==> src/rtl/dmaterm_pkg.sv <==
package dmaterm_pkg;
    localparam int CAUSE_N = 4;
    typedef enum logic [1:0] {
        CAUSE_EXT   = 2'd0,
        CAUSE_CNT   = 2'd1,
        CAUSE_SHORT = 2'd2,
        CAUSE_SW    = 2'd3
    } cause_e;
    typedef logic [CAUSE_N-1:0] cause_vec_t;
endpackage

==> src/rtl/dt_bytecnt.sv <==
module dt_bytecnt #(
    parameter int W = 16
) (
    input  logic         clk,
    input  logic         rst_n,
    input  logic         load,
    input  logic [W-1:0] load_val,
    input  logic         dec,
    output logic         last_hit
);
    typedef struct packed {
        logic [W-1:0] cnt;
    } cnt_t;

    cnt_t cnt_d, cnt_q;

    // the byte that empties the counter
    assign last_hit = dec && (cnt_q.cnt == W'(1));

    always_comb begin
        cnt_d = cnt_q;
        if (load) begin
            cnt_d.cnt = load_val;
        end else if (dec) begin
            cnt_d.cnt = cnt_q.cnt - W'(1);
        end
    end

    always_ff @(posedge clk or negedge rst_n) begin
        if (!rst_n) begin
            cnt_q <= '0;
        end else begin
            cnt_q <= cnt_d;
        end
    end
endmodule

==> src/rtl/dt_pingpong.sv <==
module dt_pingpong #(
    parameter int MPS   = 64,
    parameter int LEN_W = 7
) (
    input  logic             clk,
    input  logic             rst_n,
    input  logic             dir_in,
    input  logic             beat,
    input  logic             term_any,
    input  logic             flush,
    input  logic             rx_commit,
    input  logic [LEN_W-1:0] rx_len,
    input  logic             in_token,
    output logic             dma_ready,
    output logic             short_hit,
    output logic             rx_room,
    output logic             tx_send,
    output logic [LEN_W-1:0] tx_len
);
    localparam int NBANK = 2;
    localparam logic [LEN_W-1:0] MPS_L = LEN_W'(MPS);

    typedef struct packed {
        logic [NBANK-1:0]            full;
        logic [NBANK-1:0][LEN_W-1:0] len;
        logic                        prod;
        logic                        cons;
        logic [LEN_W-1:0]            part;
        logic                        tx_send;
        logic [LEN_W-1:0]            tx_len;
    } pp_t;

    pp_t pp_d, pp_q;
    logic [LEN_W-1:0] part_inc;
    logic             out_last;

    assign part_inc = pp_q.part + LEN_W'(beat);

    // outputs seen by the controller this cycle
    always_comb begin
        out_last  = !dir_in && beat && (part_inc == pp_q.len[pp_q.cons]);
        short_hit = out_last && (pp_q.len[pp_q.cons] < MPS_L);
        dma_ready = dir_in ? !pp_q.full[pp_q.prod] : pp_q.full[pp_q.cons];
        rx_room   = !dir_in && !pp_q.full[pp_q.prod];
    end

    always_comb begin
        pp_d         = pp_q;
        pp_d.tx_send = 1'b0;
        if (dir_in) begin
            // packet engine drains the oldest committed bank
            if (in_token && pp_q.full[pp_q.cons]) begin
                pp_d.full[pp_q.cons] = 1'b0;
                pp_d.cons            = !pp_q.cons;
                pp_d.tx_send         = 1'b1;
                pp_d.tx_len          = pp_q.len[pp_q.cons];
            end
            // bus fills the producer bank; full or stopped bank becomes a packet
            if (part_inc == MPS_L || (term_any && part_inc != '0)) begin
                pp_d.full[pp_q.prod] = 1'b1;
                pp_d.len[pp_q.prod]  = part_inc;
                pp_d.prod            = !pp_q.prod;
                pp_d.part            = '0;
            end else begin
                pp_d.part = part_inc;
            end
        end else begin
            // bus drains the consumer bank; last byte or flush frees it
            if (out_last || (flush && pp_q.full[pp_q.cons])) begin
                pp_d.full[pp_q.cons] = 1'b0;
                pp_d.cons            = !pp_q.cons;
                pp_d.part            = '0;
            end else begin
                pp_d.part = part_inc;
            end
            if (rx_commit && !pp_q.full[pp_q.prod]) begin
                pp_d.full[pp_q.prod] = 1'b1;
                pp_d.len[pp_q.prod]  = rx_len;
                pp_d.prod            = !pp_q.prod;
            end
        end
    end

    always_ff @(posedge clk or negedge rst_n) begin
        if (!rst_n) begin
            pp_q <= '0;
        end else begin
            pp_q <= pp_d;
        end
    end

    assign tx_send = pp_q.tx_send;
    assign tx_len  = pp_q.tx_len;

    p_part_bound_r6: assert property (@(posedge clk) disable iff (!rst_n)
        pp_q.part <= MPS_L)
        else $error("fill position beyond packet size");

    p_tx_len_r5: assert property (@(posedge clk) disable iff (!rst_n)
        tx_send |-> (tx_len != '0 && tx_len <= MPS_L))
        else $error("released packet has illegal length");

    p_flush_other_r4: assert property (@(posedge clk) disable iff (!rst_n)
        (flush && !dir_in && pp_q.full == 2'b11) |=> ($countones(pp_q.full) == 1))
        else $error("flush touched the idle bank");
endmodule

==> src/rtl/dt_term_arb.sv <==
module dt_term_arb
    import dmaterm_pkg::*;
(
    input  logic       clk,
    input  logic       rst_n,
    input  cause_vec_t raw,
    input  logic       en_rise,
    output cause_vec_t win,
    output cause_vec_t pulse,
    output cause_vec_t sticky
);
    typedef struct packed {
        cause_vec_t pulse;
        cause_vec_t sticky;
    } arb_t;

    arb_t arb_d, arb_q;

    // lowest index wins
    always_comb begin
        win = '0;
        for (int i = CAUSE_N - 1; i >= 0; i--) begin
            if (raw[i]) begin
                win    = '0;
                win[i] = 1'b1;
            end
        end
    end

    always_comb begin
        arb_d.pulse  = win;
        arb_d.sticky = en_rise ? '0 : (arb_q.sticky | win);
    end

    always_ff @(posedge clk or negedge rst_n) begin
        if (!rst_n) begin
            arb_q <= '0;
        end else begin
            arb_q <= arb_d;
        end
    end

    assign pulse  = arb_q.pulse;
    assign sticky = arb_q.sticky;

    p_onehot_pulse_r9: assert property (@(posedge clk) disable iff (!rst_n)
        $onehot0(pulse))
        else $error("more than one ending cause reported");

    p_sticky_clear_r10: assert property (@(posedge clk) disable iff (!rst_n)
        en_rise |=> (sticky == '0))
        else $error("status survived a restart");
endmodule

==> src/rtl/dma_term_ctrl.sv <==
module dma_term_ctrl
    import dmaterm_pkg::*;
#(
    parameter int CNT_W = 16,
    parameter int MPS   = 64,
    localparam int LEN_W = $clog2(MPS + 1)
) (
    input  logic               clk,
    input  logic               rst_n,
    input  logic               cfg_en,
    input  logic               cfg_cnt_en,
    input  logic               cfg_short_en,
    input  logic               cfg_dir_in,
    input  logic               cfg_ack_only,
    input  logic [CNT_W-1:0]   cfg_count,
    output logic               dreq,
    input  logic               dack,
    input  logic               rd_stb,
    input  logic               wr_stb,
    input  logic               ext_eot,
    input  logic               rx_commit,
    input  logic [LEN_W-1:0]   rx_len,
    output logic               rx_room,
    input  logic               in_token,
    output logic               tx_send,
    output logic [LEN_W-1:0]   tx_len,
    output logic [CAUSE_N-1:0] term_pulse,
    output logic [CAUSE_N-1:0] term_status
);
    typedef struct packed {
        logic en_q;
        logic active;
    } ctl_t;

    ctl_t       ctl_d, ctl_q;
    logic       en_rise, strobe, beat, dma_ready, cnt_last, short_hit, term_any, flush;
    cause_vec_t raw, win;

    always_comb begin
        en_rise = cfg_en && !ctl_q.en_q;
        strobe  = cfg_ack_only ? dack : (dack && (cfg_dir_in ? wr_stb : rd_stb));
        dreq    = ctl_q.active && cfg_en && !ext_eot && dma_ready;
        beat    = dreq && strobe;
    end

    always_comb begin
        raw              = '0;
        raw[CAUSE_EXT]   = ctl_q.active && ext_eot;
        raw[CAUSE_CNT]   = cfg_cnt_en && cnt_last;
        raw[CAUSE_SHORT] = cfg_short_en && short_hit;
        raw[CAUSE_SW]    = ctl_q.active && !cfg_en;
    end

    assign term_any = |win;
    assign flush    = win[CAUSE_EXT] && !cfg_dir_in;

    always_comb begin
        ctl_d.en_q   = cfg_en;
        ctl_d.active = ctl_q.active;
        if (en_rise) begin
            ctl_d.active = 1'b1;
        end else if (term_any) begin
            ctl_d.active = 1'b0;
        end
    end

    always_ff @(posedge clk or negedge rst_n) begin
        if (!rst_n) begin
            ctl_q <= '0;
        end else begin
            ctl_q <= ctl_d;
        end
    end

    dt_bytecnt #(.W(CNT_W)) u_cnt (
        .clk      (clk),
        .rst_n    (rst_n),
        .load     (en_rise),
        .load_val (cfg_count),
        .dec      (beat),
        .last_hit (cnt_last)
    );

    dt_pingpong #(.MPS(MPS), .LEN_W(LEN_W)) u_buf (
        .clk       (clk),
        .rst_n     (rst_n),
        .dir_in    (cfg_dir_in),
        .beat      (beat),
        .term_any  (term_any),
        .flush     (flush),
        .rx_commit (rx_commit),
        .rx_len    (rx_len),
        .in_token  (in_token),
        .dma_ready (dma_ready),
        .short_hit (short_hit),
        .rx_room   (rx_room),
        .tx_send   (tx_send),
        .tx_len    (tx_len)
    );

    dt_term_arb u_arb (
        .clk     (clk),
        .rst_n   (rst_n),
        .raw     (raw),
        .en_rise (en_rise),
        .win     (win),
        .pulse   (term_pulse),
        .sticky  (term_status)
    );

    p_dreq_gate_r1: assert property (@(posedge clk) disable iff (!rst_n)
        dreq |-> (cfg_en && !ext_eot))
        else $error("request raised while stopping");

    p_cnt_stop_r3: assert property (@(posedge clk) disable iff (!rst_n)
        term_pulse[CAUSE_CNT] |-> !dreq)
        else $error("request after count ran out");

    p_short_gate_r7: assert property (@(posedge clk) disable iff (!rst_n)
        term_pulse[CAUSE_SHORT] |-> !cfg_dir_in)
        else $error("short stop on an IN transfer");
endmodule

==> config.mk <==
export PLATFORM = sky130hd
export DESIGN_NAME = dma_term_ctrl
export DESIGN_NICKNAME = d
export VERILOG_FILES = /design/src/rtl/dmaterm_pkg.sv /design/src/rtl/dt_bytecnt.sv /design/src/rtl/dt_pingpong.sv /design/src/rtl/dt_term_arb.sv /design/src/rtl/dma_term_ctrl.sv
export SDC_FILE = /design/constraint.sdc
export NUM_CORES = 1
export LEC_CHECK = 0
export BUFFER_PORTS_ARGS = -buffer_cell sky130_fd_sc_hd__buf_4
export CORE_UTILIZATION = 60
export CTS_CLUSTER_DIAMETER = 120
export DETAILED_ROUTE_END_ITERATION = 16
export PLACE_DENSITY = 0.92
export SLEW_MARGIN = 20
export SYNTH_ARGS = -nofsm -noshare
export SYNTH_HDL_FRONTEND = slang
export SYNTH_SLANG_ARGS = --single-unit
==> constraint.sdc <==
create_clock -name clk -period 7.2 [get_ports clk]
set_input_delay 1.44 -clock clk [delete_from_list [all_inputs] [get_ports clk]]
set_output_delay 1.44 -clock clk [all_outputs]
set_load 0.02 [all_outputs]
==> metrics.md, run 1 <==
| Metric | Value |
|---|---|
| Status | finished, final reports clean |
| Die X | 74.5 µm |
| Yosys top cell area share | 46.8% |
| Minimum clock period | 5210 ps |
| Hold_buf cts | 0 |
| Row count | 26 |
| CTS tree | built |
| Hold/Removal Path Class | flop to flop |
| Congestion Overflow GR | 0 |
| Htree depth | 3 |
| Clock share of power | 23.6% |
| Die ar. | 5550 µm² |
| CTS sink count | 59 |
| Worst skew pair latency | 340 ps |
| Vias/cell | 5.76 |
| Via count | 2455 |
| Mapped Cells | 304 |
| Tightest Pin Transition | 866 ps |
| Largest net degree at the start of global routing | 60 |
| Ant diodes | 0 |
| RSZ-0062 raised after global routing | no |
| Resized Gates After CTS | 0 |
| Reg2reg start | u_buf.pp_q[15]$_DFFE_PN0P_ |
| Cells on worst reg2reg path | 12 |
| 1st-iter DRT viols | 169 |
| Clk slew on worst S/H paths | 60 ps |
| Final setup TNS | 0 ps |
| YS warnings | 0 |
| Final Hold Viols | 0 |
| Fmax | 192 MHz |
| Antenna viol nets, final | 0 |
| Most frequent cell after synthesis | dfrtp_1 |
| Fin nets | 391 |
| CTS buffer count | 9 |
| Post-CTS setup repair buffer count | 0 |
| Final Slew Violations | 0 |
| Clk buf depth | 2 |
| Req. time, crit path | 7420 ps |
| Area growth, synth to finish | 17.4% |
| Post-place setup slack | 1700 ps |
| Post-Route WL | 6.84 mm |
| CP Data Arrival Time | 5430 ps |
| Switching Share | 35.3% |
| Synth area leader | dfrtp_1 |
| Static Leak | 1.68 nW |
| Synth area leaders | dfrtp_1, xnor2_1, nor2_1 |
| Post-synth EDFFs | 0 |
| I/O Buffers | 53 |
| Syn Area/Cell | 10.4 µm² |
| Max VDD drop | 0.187 mV |
| Initial antenna violation count | 0 |
| Distinct cells, synth | 55 |
| Max FO, Critical Path | 10 |
| DRC violations left | 0 |
| Die height | 74.5 µm |
| Pwr/cell area | 332 nW/µm² |
| R2R Path End | u_buf.pp_q[19]$_DFFE_PN0P_ |
| Final worst slack | 1990 ps |
| Main synth FF type | dfrtp_1 |
| Final Cycle Share | 72.4% |
| Setup CP Type | primary input to flop |
| DP HPWL | 5.09 mm |
| Pint | 795 µW |
| Core ar. | 5070 µm² |
| CTS Root Cell | clkbuf_8 |
| CP startpoint kind | primary input |
| Layout cells sized above 1 | 24.4% |
| P_sw | 433 µW |
| Final worst clock skew | 9.53 ps |
| Overall routing resource usage | 27.4% |
| Ports | 54 |
| Flop pwr share | 40.3% |
| CP endpoint | u_buf.pp_q[19]$_DFFE_PN0P_ |
| Critical path startpoint | cfg_dir_in |
| CP endpoint kind | flop |
| Async SR Flop Fraction | 100% |
| DR pass1 iterations | 4 |
| Seq/Total Area, Yosys | 46.8% |
| Combinational Power Share | 36.1% |
| Global-route wire length before repair | 11.1 mm |
| Register bit total from synthesis | 59 |
| Max cap viols | 0 |
| Final GP Congestion | 0.934 |
| Synth Net Count | 344 |
| Final setup viols | 0 |
| Normalized max-slew margin | 42.0% |
| Post-synth top cells | dfrtp_1, nor2_1, nand2_1, o21ai_0, xnor2_1 |
| Vias in the first global route | 2456 |
| Drt wl/cell | 16.1 µm |
| Register-to-register setup slack | 2560 ps |
| Starting density of the core | 62.1% |
| Mapped Area | 3150 µm² |
[flip-flops by register name, indices dropped and copies added, names as in the netlist]
signal / flops
u_cnt.cnt_q: 16
ctl_q: 2
u_arb.sticky: 4
u_buf.tx_len: 7
u_buf.tx_send: 1
u_buf.pp_q: 25
u_arb.pulse: 4
[routing by layer]
metal | wire length, µm | track usage [%]
met1 | 2880 | 32.9
met2 | 3520 | 46.6
met3 | 300 | 7.18
met4 | 143 | 11.3
met5 | 0 | 0
[layout make-up]
class,instances,area (µm²)
multi-input combinational,218,1510
sequential,59,1480
fill,383,1380
timing repair buffer,54,405
clock buffer,14,153
tap,70,87.6
clock inverter,2,35.0
inverter,9,33.8
[kinds of logic after synthesis]
logic type	synth area share [%]
compound gates	14.6
xor+xnor	8.46
fa+ha+maj	1.59
buf+inv	5.36
flops	46.8
mux	4.29
simple gates	18.9
[worst max-delay path, cell delays in order]
cell and delay (ps):
buf_4 150, inv_1 200, mux2_2 410, nor2_1 370, ha_1 260, ha_1 190
and3_2 210, xnor3_1 260, or4b_1 540, or4b_4 560, a31oi_4 300, a21oi_2 180
a221o_1 350
[cells in the final DEF, fill, tap and decap left out, types with 2 or more instances in the layout]
master    count
a21o_1        2
a21o_2        3
a21oi_1      10
a21oi_2       2
a221o_1      10
a31oi_1       2
a32o_1        4
and2_1        3
and3_2        2
and4_1        3
buf_4        54
clkbuf_1      4
clkbuf_8     10
dfrtp_1      59
ha_1          4
inv_1         9
mux2_2        4
mux2i_1       9
nand2_1      25
nand2b_1      2
nand3_1       3
nand3b_1      3
nor2_1       34
nor2b_1       2
nor3_1       16
nor3b_1       2
nor4_1        2
nor4b_1       4
o21ai_0      19
xnor2_1      17
xor2_1        8
[power by group through the flow]
stage          logic [mW]  clock network, mW  registers [mW]
2_1_floorplan       0.367                  0           0.471
3_3_place_gp        0.424                  0           0.491
3_5_place_dp        0.439                  0           0.499
4_1_cts             0.443              0.294           0.494
5_1_grt             0.482              0.308           0.505
6_report            0.443              0.290           0.495
[through the flow]
step                      utilization, %  instances  power, mW  hold slack (ps)  cell area [µm²]
after floorplan                        -        304      0.838              449             3150
after global placement              69.2        410      0.915              469             3510
after detailed placement            69.2        410      0.938              467             3510
after CTS                           72.9        426       1.23              481             3700
after global routing                72.9        426       1.30              513             3700
final                               72.9        426       1.23              483             3700
[worst min-delay path by stage]
stage / start / end / slack, ps / cells past startpoint
finish: u_buf.pp_q[25]$_DFFE_PN0P_ / u_buf.pp_q[25]$_DFFE_PN0P_ / 480 / 1
global route: u_buf.pp_q[24]$_DFFE_PN0P_ / u_buf.pp_q[24]$_DFFE_PN0P_ / 510 / 1
CTS: u_buf.pp_q[18]$_DFFE_PN0P_ / u_buf.pp_q[18]$_DFFE_PN0P_ / 480 / 1
detailed placement: u_buf.pp_q[18]$_DFFE_PN0P_ / u_buf.pp_q[18]$_DFFE_PN0P_ / 470 / 1
global placement: u_buf.pp_q[18]$_DFFE_PN0P_ / u_buf.pp_q[18]$_DFFE_PN0P_ / 470 / 1
floorplan: u_buf.pp_q[24]$_DFFE_PN0P_ / u_buf.pp_q[24]$_DFFE_PN0P_ / 450 / 1
Note: power is estimated with default switching activity, not from simulation.
==> run 2: changes to the inputs <==
--- a/config.mk
+++ b/config.mk
@@ -6,10 +6,10 @@
 export NUM_CORES = 1
 export LEC_CHECK = 0
 export BUFFER_PORTS_ARGS = -buffer_cell sky130_fd_sc_hd__buf_4
-export CORE_UTILIZATION = 60
+export CORE_UTILIZATION = 51
 export CTS_CLUSTER_DIAMETER = 120
 export DETAILED_ROUTE_END_ITERATION = 16
-export PLACE_DENSITY = 0.92
+export PLACE_DENSITY = 0.84
 export SLEW_MARGIN = 20
 export SYNTH_ARGS = -nofsm -noshare
 export SYNTH_HDL_FRONTEND = slang
==> constraint.sdc (replaced) <==
create_clock -name clk -period 4.7 [get_ports clk]
set_input_delay 0.94 -clock clk [delete_from_list [all_inputs] [get_ports clk]]
set_output_delay 0.94 -clock clk [all_outputs]
set_load 0.02 [all_outputs]
==> metrics.md, run 2 (same netlist as run 1, synthesis figures left out) <==
| Metric | Value |
|---|---|
| Congestion Overflow GR | 0 (unchanged) |
| DR pass1 iterations | 4 (unchanged) |
| Most frequent cells in the layout | dfrtp_1, buf_4, nor2_1, nand2_1, o21ai_0 |
| Crit path max-delay family | simple AND/OR/NAND/NOR gates |
| Via count | 2433 (-0.90%) |
| Placed instance count | 420 (+2.4%) |
| Post-CTS setup repair buffer count | 0 (unchanged) |
| Static Leak | 1.70 nW (+1.3%) |
| FF+latch area | 1480 µm² (unchanged) |
| CP Data Arrival Time | 4510 ps (-920 ps) |
| Status | finished, final reports clean |
| Htree depth | 3 (unchanged) |
| CP startpoint kind | primary input |
| Max FO, Critical Path | 11 (+1) |
| Hold_buf cts | 0 (unchanged) |
| Final setup TNS | 0 ps (unchanged) |
| Top flop regs | u_buf.pp_q (25), u_cnt.cnt_q (16), u_buf.tx_len (7) |
| Core ar. | 5960 µm² (+17%) |
| Final Cycle Share | 91.4% |
| Most flops, register | u_buf.pp_q |
| Final setup viols | 0 (unchanged) |
| Overall routing resource usage | 24.4% (-3.0 points) |
| Normalized max-slew margin | 38.1% (-3.9 points) |
| I/O Buffers | 53 (unchanged) |
| Drt wl/cell | 15.9 µm (-1.0%) |
| Antenna viol nets, final | 0 (unchanged) |
| Die X | 80.6 µm (+8.2%) |
| DRC violations left | 0 (unchanged) |
| Clk buf depth | 2 (unchanged) |
| Fin nets | 396 (+1.3%) |
| Slowest CP cell | or4b_4 |
| Starting density of the core | 52.9% (-9.2 points) |
| CP bufs+invs | 1 (-1) |
| Max VDD drop | 0.284 mV (+52%) |
| Post-Route WL | 6.93 mm (+1.3%) |
| CTS tree | built |
| Post-layout instance area | 3740 µm² (+1.1%) |
| Fillcell total | 481 (+26%) |
| CP endpoint kind | flop |
| 1st-iter DRT viols | 211 (+25%) |
| Final instance count without filler cells | 436 (+2.3%) |
| DP HPWL | 5.10 mm (about the same) |
| Crit-path cells | buf_4 > mux2_2 > o2111ai_1 > nor2_1 > ha_1 > ha_1 > and3_2 > xnor3_1 > or4b_1 > or4b_4 > and3_2 > o31ai_4 > nor2_1 |
| Hold/Removal Path Class | flop to flop |
| RSZ-0062 raised after global routing | no |
| Worst skew pair latency | 340 ps (about the same) |
| CTS buffer count | 9 (unchanged) |
| Final GP Congestion | 0.885 (-5.3%) |
| Die ar. | 6500 µm² (+17%) |
| Fmax | 233 MHz |
| Row count | 28 (+7.7%) |
| Resized Gates After CTS | 0 (unchanged) |
| Req. time, crit path | 4910 ps (-2510 ps) |
| Vias in the first global route | 2504 (+2.0%) |
| Minimum clock period | 4300 ps |
| Post-place instance area | 3560 µm² (+1.2%) |
| Initial antenna violation count | 0 (unchanged) |
| Ports | 54 (unchanged) |
| Final Slew Violations | 0 (unchanged) |
| Largest net degree at the start of global routing | 60 (unchanged) |
| CTS sink count | 59 (unchanged) |
| Die height | 80.6 µm (+8.2%) |
| Layout cells sized above 1 | 26.3% (+1.9 points) |
| CP peak stage delay | 570 ps (about the same) |
| Clk slew on worst S/H paths | 60 ps (about the same) |
| Final worst clock skew | 7.40 ps (-2.13 ps) |
| Largest register FFs | 25 (unchanged) |
| Vias/cell | 5.58 (-3.2%) |
| Max cap viols | 0 (unchanged) |
| Tightest Pin Transition | 925 ps (+58.9 ps) |
| Pwr/cell area | 500 nW/µm² (+50%) |
| Global-route wire length before repair | 11.8 mm (+6.0%) |
| Area growth, synth to finish | 18.7% |
| CTS Root Cell | clkbuf_8 |
| Final Hold Viols | 0 (unchanged) |
| Setup CP Type | primary input to flop |
| Footprint of the multi-input gates | 1510 µm² (+0.33%) |
| Ant diodes | 0 (unchanged) |
-- run 2: cell count changes in the layout (fill, tap and decap cells not counted), sizes merged --
cell	previous run	this run
buf	54	59
clkinvlp	0	2
bufinv	1	0
clkinv	1	2
clkbuf	14	12
-- run 2: power breakdown --
| group | leakage [nW] | internal [mW] | switching (mW) |
|---|---|---|---|
| clock | 0.0884 | 0.218 | 0.202 |
| combinational | 0.862 | 0.325 | 0.386 |
| sequential | 0.746 | 0.644 | 0.0941 |
| total | 1.70 | 1.19 | 0.682 |
-- run 2: path summary, 6_finish.rpt --
| path | depth (start not counted) | slack [ps] | to | startpoint |
|---|---|---|---|---|
| worst max-delay path | 13 | 400 | u_buf.pp_q[12]$_DFF_PN0_ | cfg_dir_in |
| worst min-delay path | 1 | 480 | u_buf.pp_q[24]$_DFFE_PN0P_ | u_buf.pp_q[24]$_DFFE_PN0P_ |
| worst max register to register | 12 | 450 | u_buf.pp_q[12]$_DFF_PN0_ | u_buf.pp_q[16]$_DFFE_PN0P_ |
| worst min register to register | 1 | 480 | u_buf.pp_q[24]$_DFFE_PN0P_ | u_buf.pp_q[24]$_DFFE_PN0P_ |
| max in group asynchronous | 1 | 3580 | u_cnt.cnt_q[15]$_DFFE_PN0P_ | rst_n |
| min in group asynchronous | 1 | 650 | u_buf.tx_len[2]$_DFFE_PN0P_ | rst_n |
-- run 2: per-stage QoR --
stage / hold slack, ps / total power, mW / setup slack (ps) / util (%)
after floorplan: 449 / 1.28 / 92.7 / -
after global placement: 462 / 1.42 / 242 / 59.7
after detailed placement: 466 / 1.45 / 88.5 / 59.7
after CTS: 480 / 1.87 / 434 / 62.7
after global routing: 489 / 1.99 / 238 / 62.8
final: 481 / 1.87 / 403 / 62.8
-- run 2: per-layer routing --
metal / share of wire [%] / global-route usage [%]
met3: 6.2 / 6.93
met1: 44 / 31.8
met5: 0 / 0
met2: 48 / 38.3
met4: 1.6 / 8.93
-- run 2: worst register-to-register path, delay by kind of cell, from the launching register on --
kind	cells	cell delay (ps)
simple gates	6	1910
mux	2	700
flops	1	480
fa+ha+maj	2	410
compound gates	1	380
xor+xnor	1	260
-- run 2: area by class of cell --
type | instances | area share (%)
flip-flops and latches | 59 | 39.5
clock inverters | 4 | 0.669
repair buffers | 59 | 11.8
well taps | 75 | 2.51
multi-input cells | 218 | 40.5
inverters | 9 | 0.903
clock buffers | 12 | 4.15
